<file path="src/rtl/rtc_pkg.sv">
package rtc_pkg;

  localparam int BYTE_W = 8;

  // Control byte bits 7..1; bit 0 of the byte is the alarm flag held in the alarm unit
  typedef struct packed {
    logic       por;
    logic       osc_sel;
    logic       alarm_en;
    logic       buf_en;
    logic       bypass;
    logic [1:0] load_sel;
  } ctrl_t;

  localparam ctrl_t CTRL_RESET = ctrl_t'(7'h40);

endpackage

</file>
<file path="src/rtl/rtc_prescaler.sv">
module rtc_prescaler #(
  parameter int DIV = 32
) (
  input  logic clk,
  input  logic rst,
  input  logic ref_en,
  input  logic bypass,
  output logic tick
);

  localparam int PW = (DIV > 1) ? $clog2(DIV) : 1;
  localparam logic [PW-1:0] LAST = PW'(DIV - 1);

  logic [PW-1:0] phase_q;

  always_ff @(posedge clk) begin
    if (rst) begin
      phase_q <= '0;
    end else if (ref_en && !bypass) begin
      if (phase_q == LAST) phase_q <= '0;
      else                 phase_q <= phase_q + 1'b1;
    end
  end

  assign tick = ref_en & (bypass | (phase_q == LAST));

endmodule

</file>
<file path="src/rtl/rtc_counter.sv">
module rtc_counter
  import rtc_pkg::*;
#(
  parameter int CNT_W = 40
) (
  input  logic                         clk,
  input  logic                         rst,
  input  logic                         tick,
  input  logic [CNT_W/BYTE_W-2:0]      stage_we,
  input  logic                         commit,
  input  logic [BYTE_W-1:0]            wdata,
  input  logic                         snap_take,
  input  logic [$clog2(CNT_W/BYTE_W)-1:0] rd_lane,
  output logic [CNT_W-1:0]             count_q,
  output logic [BYTE_W-1:0]            snap_byte
);

  localparam int NB = CNT_W / BYTE_W;
  localparam int HW = CNT_W - BYTE_W;

  logic [HW-1:0]    stage_q;
  logic [CNT_W-1:0] snap_q;
  logic [CNT_W-1:0] load_val;

  assign load_val = {stage_q, wdata};

  // Upper byte lanes collect here; lane 0 is the most significant byte
  always_ff @(posedge clk) begin
    if (rst) begin
      stage_q <= '0;
    end else begin
      for (int i = 0; i < NB - 1; i++) begin
        if (stage_we[i]) stage_q[(NB-2-i)*BYTE_W +: BYTE_W] <= wdata;
      end
    end
  end

  always_ff @(posedge clk) begin
    if (rst)         count_q <= '0;
    else if (commit) count_q <= load_val;
    else if (tick)   count_q <= count_q + 1'b1;
  end

  always_ff @(posedge clk) begin
    if (rst)            snap_q <= '0;
    else if (snap_take) snap_q <= count_q;
  end

  logic [BYTE_W-1:0] snap_lanes [NB];
  for (genvar g = 0; g < NB; g++) begin : g_lane
    assign snap_lanes[g] = snap_q[CNT_W-1-g*BYTE_W -: BYTE_W];
  end

  assign snap_byte = snap_lanes[rd_lane];

endmodule

</file>
<file path="src/rtl/rtc_alarm.sv">
module rtc_alarm
  import rtc_pkg::*;
#(
  parameter int ALM_W = 24
) (
  input  logic                            clk,
  input  logic                            rst,
  input  logic [ALM_W/BYTE_W-1:0]         lane_we,
  input  logic [BYTE_W-1:0]               wdata,
  input  logic [ALM_W-1:0]                cnt_lo,
  input  logic                            enable,
  input  logic                            flag_clr,
  input  logic [$clog2(ALM_W/BYTE_W)-1:0] rd_lane,
  output logic [BYTE_W-1:0]               rd_byte,
  output logic                            flag_q
);

  localparam int AB = ALM_W / BYTE_W;

  logic [ALM_W-1:0] alarm_q;
  logic             match;
  logic             match_q;

  always_ff @(posedge clk) begin
    if (rst) begin
      alarm_q <= '0;
    end else begin
      for (int i = 0; i < AB; i++) begin
        if (lane_we[i]) alarm_q[(AB-1-i)*BYTE_W +: BYTE_W] <= wdata;
      end
    end
  end

  assign match = enable & (cnt_lo == alarm_q);

  always_ff @(posedge clk) begin
    if (rst) match_q <= 1'b0;
    else     match_q <= match;
  end

  // Set on the first cycle of equality; set wins over a write-one clear
  always_ff @(posedge clk) begin
    if (rst)                  flag_q <= 1'b0;
    else if (!enable)         flag_q <= 1'b0;
    else if (match && !match_q) flag_q <= 1'b1;
    else if (flag_clr)        flag_q <= 1'b0;
  end

  logic [BYTE_W-1:0] alm_lanes [AB];
  for (genvar g = 0; g < AB; g++) begin : g_lane
    assign alm_lanes[g] = alarm_q[ALM_W-1-g*BYTE_W -: BYTE_W];
  end

  assign rd_byte = alm_lanes[rd_lane];

endmodule

</file>
<file path="src/rtl/rtc_tick_core.sv">
module rtc_tick_core
  import rtc_pkg::*;
#(
  parameter int         CNT_W     = 40,
  parameter int         ALM_W     = 24,
  parameter int         PRE_DIV   = 32,
  parameter logic [7:0] BASE_ADDR = 8'hC0,
  parameter int         ALM_OFS   = 1,
  parameter int         CNT_OFS   = 6
) (
  input  logic       clk,
  input  logic       rst,
  input  logic       ref_en,
  input  logic       bus_sel,
  input  logic       bus_wr,
  input  logic [7:0] bus_addr,
  input  logic [7:0] bus_wdata,
  output logic [7:0] bus_rdata,
  output logic       irq,
  output logic       osc_src_sel,
  output logic       clkout_buf_en,
  output logic [1:0] xtal_load_sel
);

  localparam int NB = CNT_W / BYTE_W;
  localparam int AB = ALM_W / BYTE_W;
  localparam int LW = $clog2(NB);
  localparam int AW = $clog2(AB);
  localparam logic [7:0] CTRL_A   = BASE_ADDR;
  localparam logic [7:0] ALM_A    = BASE_ADDR + 8'(ALM_OFS);
  localparam logic [7:0] ALM_LAST = ALM_A + 8'(AB - 1);
  localparam logic [7:0] CNT_A    = BASE_ADDR + 8'(CNT_OFS);
  localparam logic [7:0] CNT_LAST = CNT_A + 8'(NB - 1);
  localparam logic [7:0] SNAP_A   = CNT_A - 8'd1;

  // Decode
  logic wr_req, rd_req, in_cnt, in_alm, ctrl_hit;
  assign wr_req   = bus_sel & bus_wr;
  assign rd_req   = bus_sel & ~bus_wr;
  assign ctrl_hit = (bus_addr == CTRL_A);
  assign in_cnt   = (bus_addr >= CNT_A) && (bus_addr <= CNT_LAST);
  assign in_alm   = (bus_addr >= ALM_A) && (bus_addr <= ALM_LAST);

  logic [NB-1:0] cnt_we;
  logic [AB-1:0] alm_we;
  always_comb begin
    for (int i = 0; i < NB; i++) cnt_we[i] = wr_req && (bus_addr == CNT_A + 8'(i));
    for (int j = 0; j < AB; j++) alm_we[j] = wr_req && (bus_addr == ALM_A + 8'(j));
  end

  logic commit, snap_take, flag_clr;
  assign commit    = cnt_we[NB-1];
  assign snap_take = rd_req && (bus_addr == SNAP_A);
  assign flag_clr  = wr_req && ctrl_hit && bus_wdata[0];

  logic [LW-1:0] cnt_lane;
  logic [AW-1:0] alm_lane;
  assign cnt_lane = LW'(bus_addr - CNT_A);
  assign alm_lane = AW'(bus_addr - ALM_A);

  // Control register
  ctrl_t ctrl_q;
  always_ff @(posedge clk) begin
    if (rst) begin
      ctrl_q <= CTRL_RESET;
    end else if (wr_req && ctrl_hit) begin
      ctrl_q.por      <= ctrl_q.por & bus_wdata[7];
      ctrl_q.osc_sel  <= bus_wdata[6];
      ctrl_q.alarm_en <= bus_wdata[5];
      ctrl_q.buf_en   <= bus_wdata[4];
      ctrl_q.bypass   <= bus_wdata[3];
      ctrl_q.load_sel <= bus_wdata[2:1];
    end
  end

  logic ctrl_aen, ctrl_por;
  assign ctrl_aen = ctrl_q.alarm_en;
  assign ctrl_por = ctrl_q.por;

  // Datapath units
  logic             tick;
  logic [CNT_W-1:0] count_live;
  logic [7:0]       snap_rd, alm_rd;
  logic             alarm_flag;

  rtc_prescaler #(.DIV(PRE_DIV)) u_pre (
    .clk    (clk),
    .rst    (rst),
    .ref_en (ref_en),
    .bypass (ctrl_q.bypass),
    .tick   (tick)
  );

  rtc_counter #(.CNT_W(CNT_W)) u_cnt (
    .clk       (clk),
    .rst       (rst),
    .tick      (tick),
    .stage_we  (cnt_we[NB-2:0]),
    .commit    (commit),
    .wdata     (bus_wdata),
    .snap_take (snap_take),
    .rd_lane   (cnt_lane),
    .count_q   (count_live),
    .snap_byte (snap_rd)
  );

  rtc_alarm #(.ALM_W(ALM_W)) u_alm (
    .clk      (clk),
    .rst      (rst),
    .lane_we  (alm_we),
    .wdata    (bus_wdata),
    .cnt_lo   (count_live[ALM_W-1:0]),
    .enable   (ctrl_aen),
    .flag_clr (flag_clr),
    .rd_lane  (alm_lane),
    .rd_byte  (alm_rd),
    .flag_q   (alarm_flag)
  );

  // Registered read data
  always_ff @(posedge clk) begin
    if (rst || !rd_req) bus_rdata <= '0;
    else if (ctrl_hit)  bus_rdata <= {ctrl_q, alarm_flag};
    else if (in_alm)    bus_rdata <= alm_rd;
    else if (in_cnt)    bus_rdata <= snap_rd;
    else                bus_rdata <= '0;
  end

  assign irq           = alarm_flag;
  assign osc_src_sel   = ctrl_q.osc_sel;
  assign clkout_buf_en = ctrl_q.buf_en;
  assign xtal_load_sel = ctrl_q.load_sel;

endmodule

</file>
<file path="config.mk">
export PLATFORM = sky130hd
export DESIGN_NAME = rtc_tick_core
export DESIGN_NICKNAME = d
export VERILOG_FILES = /design/src/rtl/rtc_pkg.sv /design/src/rtl/rtc_prescaler.sv /design/src/rtl/rtc_counter.sv /design/src/rtl/rtc_alarm.sv /design/src/rtl/rtc_tick_core.sv
export SDC_FILE = /design/constraint.sdc
export NUM_CORES = 1
export LEC_CHECK = 0
export ABC_CLOCK_PERIOD_IN_PS = 7400
export CAP_MARGIN = 20
export CORE_MARGIN = 8
export CORE_UTILIZATION = 60
export DETAILED_ROUTE_END_ITERATION = 10
export HOLD_SLACK_MARGIN = 0.15
export PLACE_DENSITY = 0.83
export SYNTH_ARGS = -nofsm -noshare
export SYNTH_HDL_FRONTEND = slang
export SYNTH_HIERARCHICAL = 1
export SYNTH_SLANG_ARGS = --single-unit
</file>
<file path="constraint.sdc">
create_clock -name clk -period 7.4 [get_ports clk]
set_input_delay 0.74 -clock clk [delete_from_list [all_inputs] [get_ports clk]]
set_output_delay 0.74 -clock clk [all_outputs]
set_load 0.03 [all_outputs]
</file>
# After elaboration in Yosys (flattened, before gate mapping)
# Index checks and enable logic that the tools add are counted.
word_totals:
  in_bits: 21
  wordCells: 87
  reg_bits: 158
op_classes:
  n_eq_ne: 12
  bitwise_logic: 10
  n_mux: 14
  add_sub_neg: 4
  reduce_logical: 22
  n_lt_le_gt_ge: 6
op_table:
  columns: ["cell", "count"]
  rows:
  - ["== test 8 bit, second input constant", 10]
  - ["2-to-1 mux 40 bit", 2]
  - ["2-to-1 mux 8 bit", 7]
  - ["adder 40 x 1 -> 40 bit, second input constant", 1]
  - ["binary-select mux 8 bit (select 3 bit)", 1]
  - ["== test 24 bit", 1]
  - ["binary-select mux 8 bit (select 2 bit)", 1]
  - [">= comparator 8 bit, second input constant", 2]
  - ["less-or-equal comparator 8 bit, second input constant", 2]
  - ["logical AND 1 bit", 15]
  - ["adder 5 x 1 -> 5 bit, second input constant", 1]
  - ["bitwise AND 1 bit", 5]
  - ["== test 5 bit, second input constant", 1]
  - ["2-to-1 mux 5 bit", 1]
  - [">= comparator 4 bit, second input constant", 1]
  - ["inverter 3 -> 4 bit", 1]
  - ["nonzero test 2 bit", 2]
  - [">= comparator 3 bit, second input constant", 1]
  - ["zero test 1 bit", 3]
  - ["inverter 2 -> 3 bit", 1]
  - ["subtractor 3 bit, second input constant", 1]
  - ["2-to-1 mux 1 bit", 2]
  - ["inverter 1 bit", 2]
  - ["OR reduction 2 bit", 1]
  - ["other kinds (3)", 3]

# Longest topological paths before layout
logic_depth:
  ltp_word: 8
  depth_mapped: 11
  ltp_nobuf: 9

# Cells and area by module
# The synthesis kept the hierarchy.
by_module_without_submodules:
  columns: ["module", "seq_area_each_um2", "n_inst", "area_each_um2", "cells_each"]
  rows:
  - ["rtc_counter", 2242.2, 1, 5117.4, 572]
  - ["rtc_alarm", 520.5, 1, 1393.8, 150]
  - ["rtc_tick_core", 300.3, 1, 927.1, 115]
  - ["rtc_prescaler", 100.1, 1, 259.0, 27]

# Least setup slack after synthesis
# OpenSTA, ideal clock, no wires.
synth_path:
  path_type: "register to register"
  startpoint: "register u_pre.phase_q[0]"
  endpoint: "register u_cnt.count_q[39]"
  t_required_ps: 7314
  path_buffers: 0
  arrival_time_ps: 2446
  synth_period_minus_slack_ps: 2532
  path_slack_ps: 4868
  stages_incl_launch_ff: 10
  cell_sequence: "dfxtp_1 > ha_1 > and3_1 > ha_1 > o21a_1 > nand2_1 > or4_1 > or2_4 > or3_1 > a211oi_1"
synth_between:
  elab_chain_cells: 4
synth_lines:
  columns: ["item", "line_no", "source"]
  rows:
  - ["start, declared", "rtc_prescaler.sv:14", "logic [PW-1:0] phase_q;"]
  - ["start signal, assigned", "rtc_prescaler.sv:21", "else phase_q <= phase_q + 1'b1;"]
  - ["== test 5 bit", "rtc_prescaler.sv:25", "assign tick = ref_en & (bypass | (phase_q == LAST));"]
  - ["OR 1 bit", "rtc_prescaler.sv:25", null]
  - ["bitwise AND 1 bit", "rtc_prescaler.sv:25", null]
  - ["via tick", "rtc_tick_core.sv:81", "logic tick;"]
  - ["nonzero test 2 bit (no source line)", null, null]
  - ["end signal, assigned", "rtc_counter.sv:40", "else if (commit) count_q <= load_val;"]
  - ["end signal, assigned", "rtc_counter.sv:41", "else if (tick) count_q <= count_q + 1'b1;"]
  - ["end, declared", "rtc_counter.sv:14", "output logic [CNT_W-1:0] count_q,"]
# The timed path passes the listed nets, and every way through them passes these cells.
# A chain may end at the register's enable or synchronous reset.

# Worst setup path in the final report
layout_path:
  startpoint: "input bus_addr[0]"
  endpoint: "register bus_rdata[2]"
layout_between:
  elab_cells_between_ends: 20
  classes_between: "2 x add/sub; 4 x order compare; 1 x eq/ne; 9 x mux; 2 x bitwise; 2 x reduce/logical"
layout_rtl:
  columns: ["item", "line_no", "source"]
  rows:
  - ["start, declared", "rtc_tick_core.sv:16", "input logic [7:0] bus_addr,"]
  - ["subtractor 2 x 1 -> 2 bit", "rtc_tick_core.sv:59", "assign alm_lane = AW'(bus_addr - ALM_A);"]
  - ["via alm_lane[0]", "rtc_tick_core.sv:57", "logic [AW-1:0] alm_lane;"]
  - ["inverter 2 -> 3 bit (not written as such)", "rtc_alarm.sv:54", "assign rd_byte = alm_lanes[rd_lane];"]
  - ["binary-select mux 8 bit (select 2 bit)", "rtc_alarm.sv:54", null]
  - ["2-to-1 mux 8 bit (not written as such) (2 in a row)", "rtc_alarm.sv:54", null]
  - ["via alm_rd[2]", "rtc_tick_core.sv:83", "logic [7:0] snap_rd, alm_rd;"]
  - ["2-to-1 mux 8 bit", "rtc_tick_core.sv:124", "else if (in_alm) bus_rdata <= alm_rd;"]
  - ["2-to-1 mux 8 bit", "rtc_tick_core.sv:123", "else if (ctrl_hit) bus_rdata <= {ctrl_q, alarm_flag};"]
  - ["end signal, assigned", "rtc_tick_core.sv:123", null]
  - ["end signal, assigned", "rtc_tick_core.sv:124", null]
  - ["end signal, assigned", "rtc_tick_core.sv:125", "else if (in_cnt) bus_rdata <= snap_rd;"]
  - ["end, declared", "rtc_tick_core.sv:18", "output logic [7:0] bus_rdata,"]
# The timed path passes the listed nets, and every way through them passes these cells. The select of a mux whose other input is x is not followed.

==> results_dict.tcl <==
set metrics [dict create \
    pin_count 34 \
    drive_gt1_frac 0.0626 \
    dr_wl_met3_um 2030 \
    rr_worst_depth 9 \
    holdPathStages 2 \
    io_buffer_count 33 \
    fmax_mhz 292 \
    cts_buffers 17 \
    worstSetupEndpointType "flop" \
    hp-class "flop to flop" \
    grt_pass1_vias 6141 \
    grt_first_pass_wirelength_um 33500 \
    synth_cell_types 57 \
    dr.pass1.iters 6 \
    fill_cells 985 \
    regArea_um2 3160 \
    required_ns 7.76 \
    drv_cap 0 \
    dp_hpwl_um 14100 \
    worstReg2RegStart "u_pre/phase_q[0]" \
    finalClockSkew_ns 0.00573 \
    synth_area_leader_cell "dfxtp_1" \
    cts_max_level 4 \
    syn_area_um2 7700 \
    antenna_left 0 \
    critPathMaxStageDelay_ns 1.07 \
    slew_viol_final 0 \
    avgSynthCellArea_um2 8.91 \
    antenna_cells 0 \
    hold_buffers 0 \
    critical_path_class "input port to flop" \
    clockBufferDepth 2 \
    cts_resized 0 \
    design.core.area_um2 12600 \
    initial_utilization 0.612 \
    synth_edf_count 0 \
    cp-start-kind "input port" \
    placed_area_um2 8050 \
    setup_violations 0 \
    final_util 0.687 \
    rrSetupSlack_ns 4.01 \
    yosys-top-cells-count "dfxtp_1 (158), nor2_1 (157), mux2i_1 (131)" \
    fin_area_um2 8640 \
    synth_top_area_frac 0.411 \
    path_cells "clkdlybuf4s50_1 > inv_1 > ha_1 > inv_1 > nor2b_1 > nand2_1 > o21ai_0 > o21ai_0 > a21oi_1" \
    cts_sinks 158 \
    cts_setup_buffers 0 \
    grt_max_degree 76 \
    highest_layer "met4" \
    dp_cells 1018 \
    period_needed_ns 3.43 \
    synth_cells 864 \
    rows 41 \
    wl_met2_um 9270 \
    p_leak_nw 3.10 \
    yosysSeqAreaShare 0.411 \
    tritoncts "done" \
    rsz0062_at_grt "false" \
    dieArea_um2 16700 \
    crit_path_top_delay_cell "clkdlybuf4s50_1" \
    vdd_drop_max_v 0.000184 \
    hold_end "u_cnt/count_q[9]" \
    areaGrowthSynthToFinish_pct 12.2 \
    synth-async-reset-ratio 0 \
    instances_no_fill 1050 \
    p_per_area_nw_per_um2 206 \
    hp-start "u_cnt/stage_q[1]" \
    antenna_found_initial 0 \
    synth_fp_nets 893 \
    ys_warn_count 6 \
    die_y_um 129 \
    routed_via_density 6.26 \
    worst_slew_pin_slew_ns 1.14 \
    grt-ovfl-total 0 \
    hold_violations 0 \
    synthFlopType "dfxtp_1" \
    clock_latency_ns 0.42 \
    slew_headroom 0.238 \
    timing.final.crit_share 0.463 \
    whs_ns 0.461 \
    synth.area.top_cells "dfxtp_1 (41%), mux2i_1 (17%), nor2_1 (7.7%), xor2_1 (4.9%), a211oi_1 (2.2%)" \
    wl_um 21500 \
    cts_root_buffer "clkbuf_16" \
    reg2reg_to "u_cnt/count_q[19]" \
    arrival_ns 3.79 \
    cp_max_fo 21 \
    clk_pin_slew_ns 0.06 \
    fp.dieW_um 129 \
    totalNegativeSetupSlack_ns 0 \
    drc_errors 0 \
    status "finished, final reports clean" \
    routedWlPerCell_um 20.5 \
    track_usage 0.260 \
    synth_seq_cells 158 \
    first_iter_violations 1083 \
    gp_congestion 0.960 \
    num_vias 6576 \
    synth.most_common_cell "dfxtp_1" \
    fin_nets 895 \
    met1_length_um 9360 \
    multi_input_area_um2 4280 \
]
## cell usage in the layout, fill, tap and decap left out, types with 17 or more instances in the layout
master             n
clkbuf_16         17
mux2i_1          131
a211oi_1          23
clkdlybuf4s50_1   32
o21ai_0           30
nand4_1           22
nand2_1           44
dfxtp_1          158
a21oi_1           31
nand3_1           20
nor2_1           157
xor2_1            43
## layer usage
layer / vias to the layer above / global-route usage
met3: 69 / 0.0563
met5: - / 0
li1: 3041 / -
met1: 3099 / 0.355
met2: 367 / 0.383
met4: 0 / 0.122
## state kept, by name (all words and copies together) (netlist names), 2 cells and up
name and flops:
u_cnt/snap_lanes 40, u_cnt/count_q 40, u_alm/alarm_q 24, u_pre/phase_q 5, xtal_load_sel 2, u_cnt/stage_q 32
bus_rdata 8
## worst max-delay path: cells and delay by family
family | cells | cell delay [ns]
buffers and inverters | 3 | 1.61
adder cells (fa/ha/maj) | 1 | 0.38
AND/OR/NAND/NOR | 2 | 0.61
AO/OA/AOI/OAI | 3 | 0.43
## cell families after synthesis
kind of cell	share of synthesized area
XOR/XNOR	0.0660
adder cells (fa/ha/maj)	0.0130
multiplexers	0.170
AND/OR/NAND/NOR	0.215
buffers and inverters	0.0353
AO/OA/AOI/OAI	0.0892
flip-flops	0.411
## worst max-delay path by stage
stage                             end  slack (ns)              from  cells past startpoint
global route             bus_rdata[2]        3.72       bus_addr[0]                      9
global placement    u_cnt/stage_q[26]        3.75       bus_addr[0]                      7
detailed placement  u_cnt/stage_q[24]        3.64       bus_addr[0]                      7
CTS                 u_cnt/stage_q[24]        4.03       bus_addr[0]                      7
finish                   bus_rdata[2]        3.97       bus_addr[0]                      9
floorplan           u_cnt/count_q[39]        4.87  u_pre/phase_q[0]                      9
## final cells by class
type                       instances  share of cell area
clock buffer                      20              0.0529
clock inverter                    11              0.0136
inverter                           7             0.00304
multi-input combinational        642               0.495
sequential                       158               0.366
tap                              172              0.0249
timing repair buffer              40              0.0440
## report_power, final
part | switching (mW) | leakage, nW | total [mW] | internal, mW
registers | 0.00156 | 1.27 | 0.853 | 0.852
logic | 0.0494 | 1.55 | 0.0726 | 0.0231
clock network | 0.347 | 0.281 | 0.857 | 0.510
## through the flow
stage / power [mW] / worst slack, ns
final: 1.78 / 3.97
after global routing: 1.83 / 3.72
after detailed placement: 0.944 / 3.64
after CTS: 1.78 / 4.03
after floorplan: 0.915 / 4.87
after global placement: 0.943 / 3.75
Note: power is estimated with default switching activity, not from simulation.
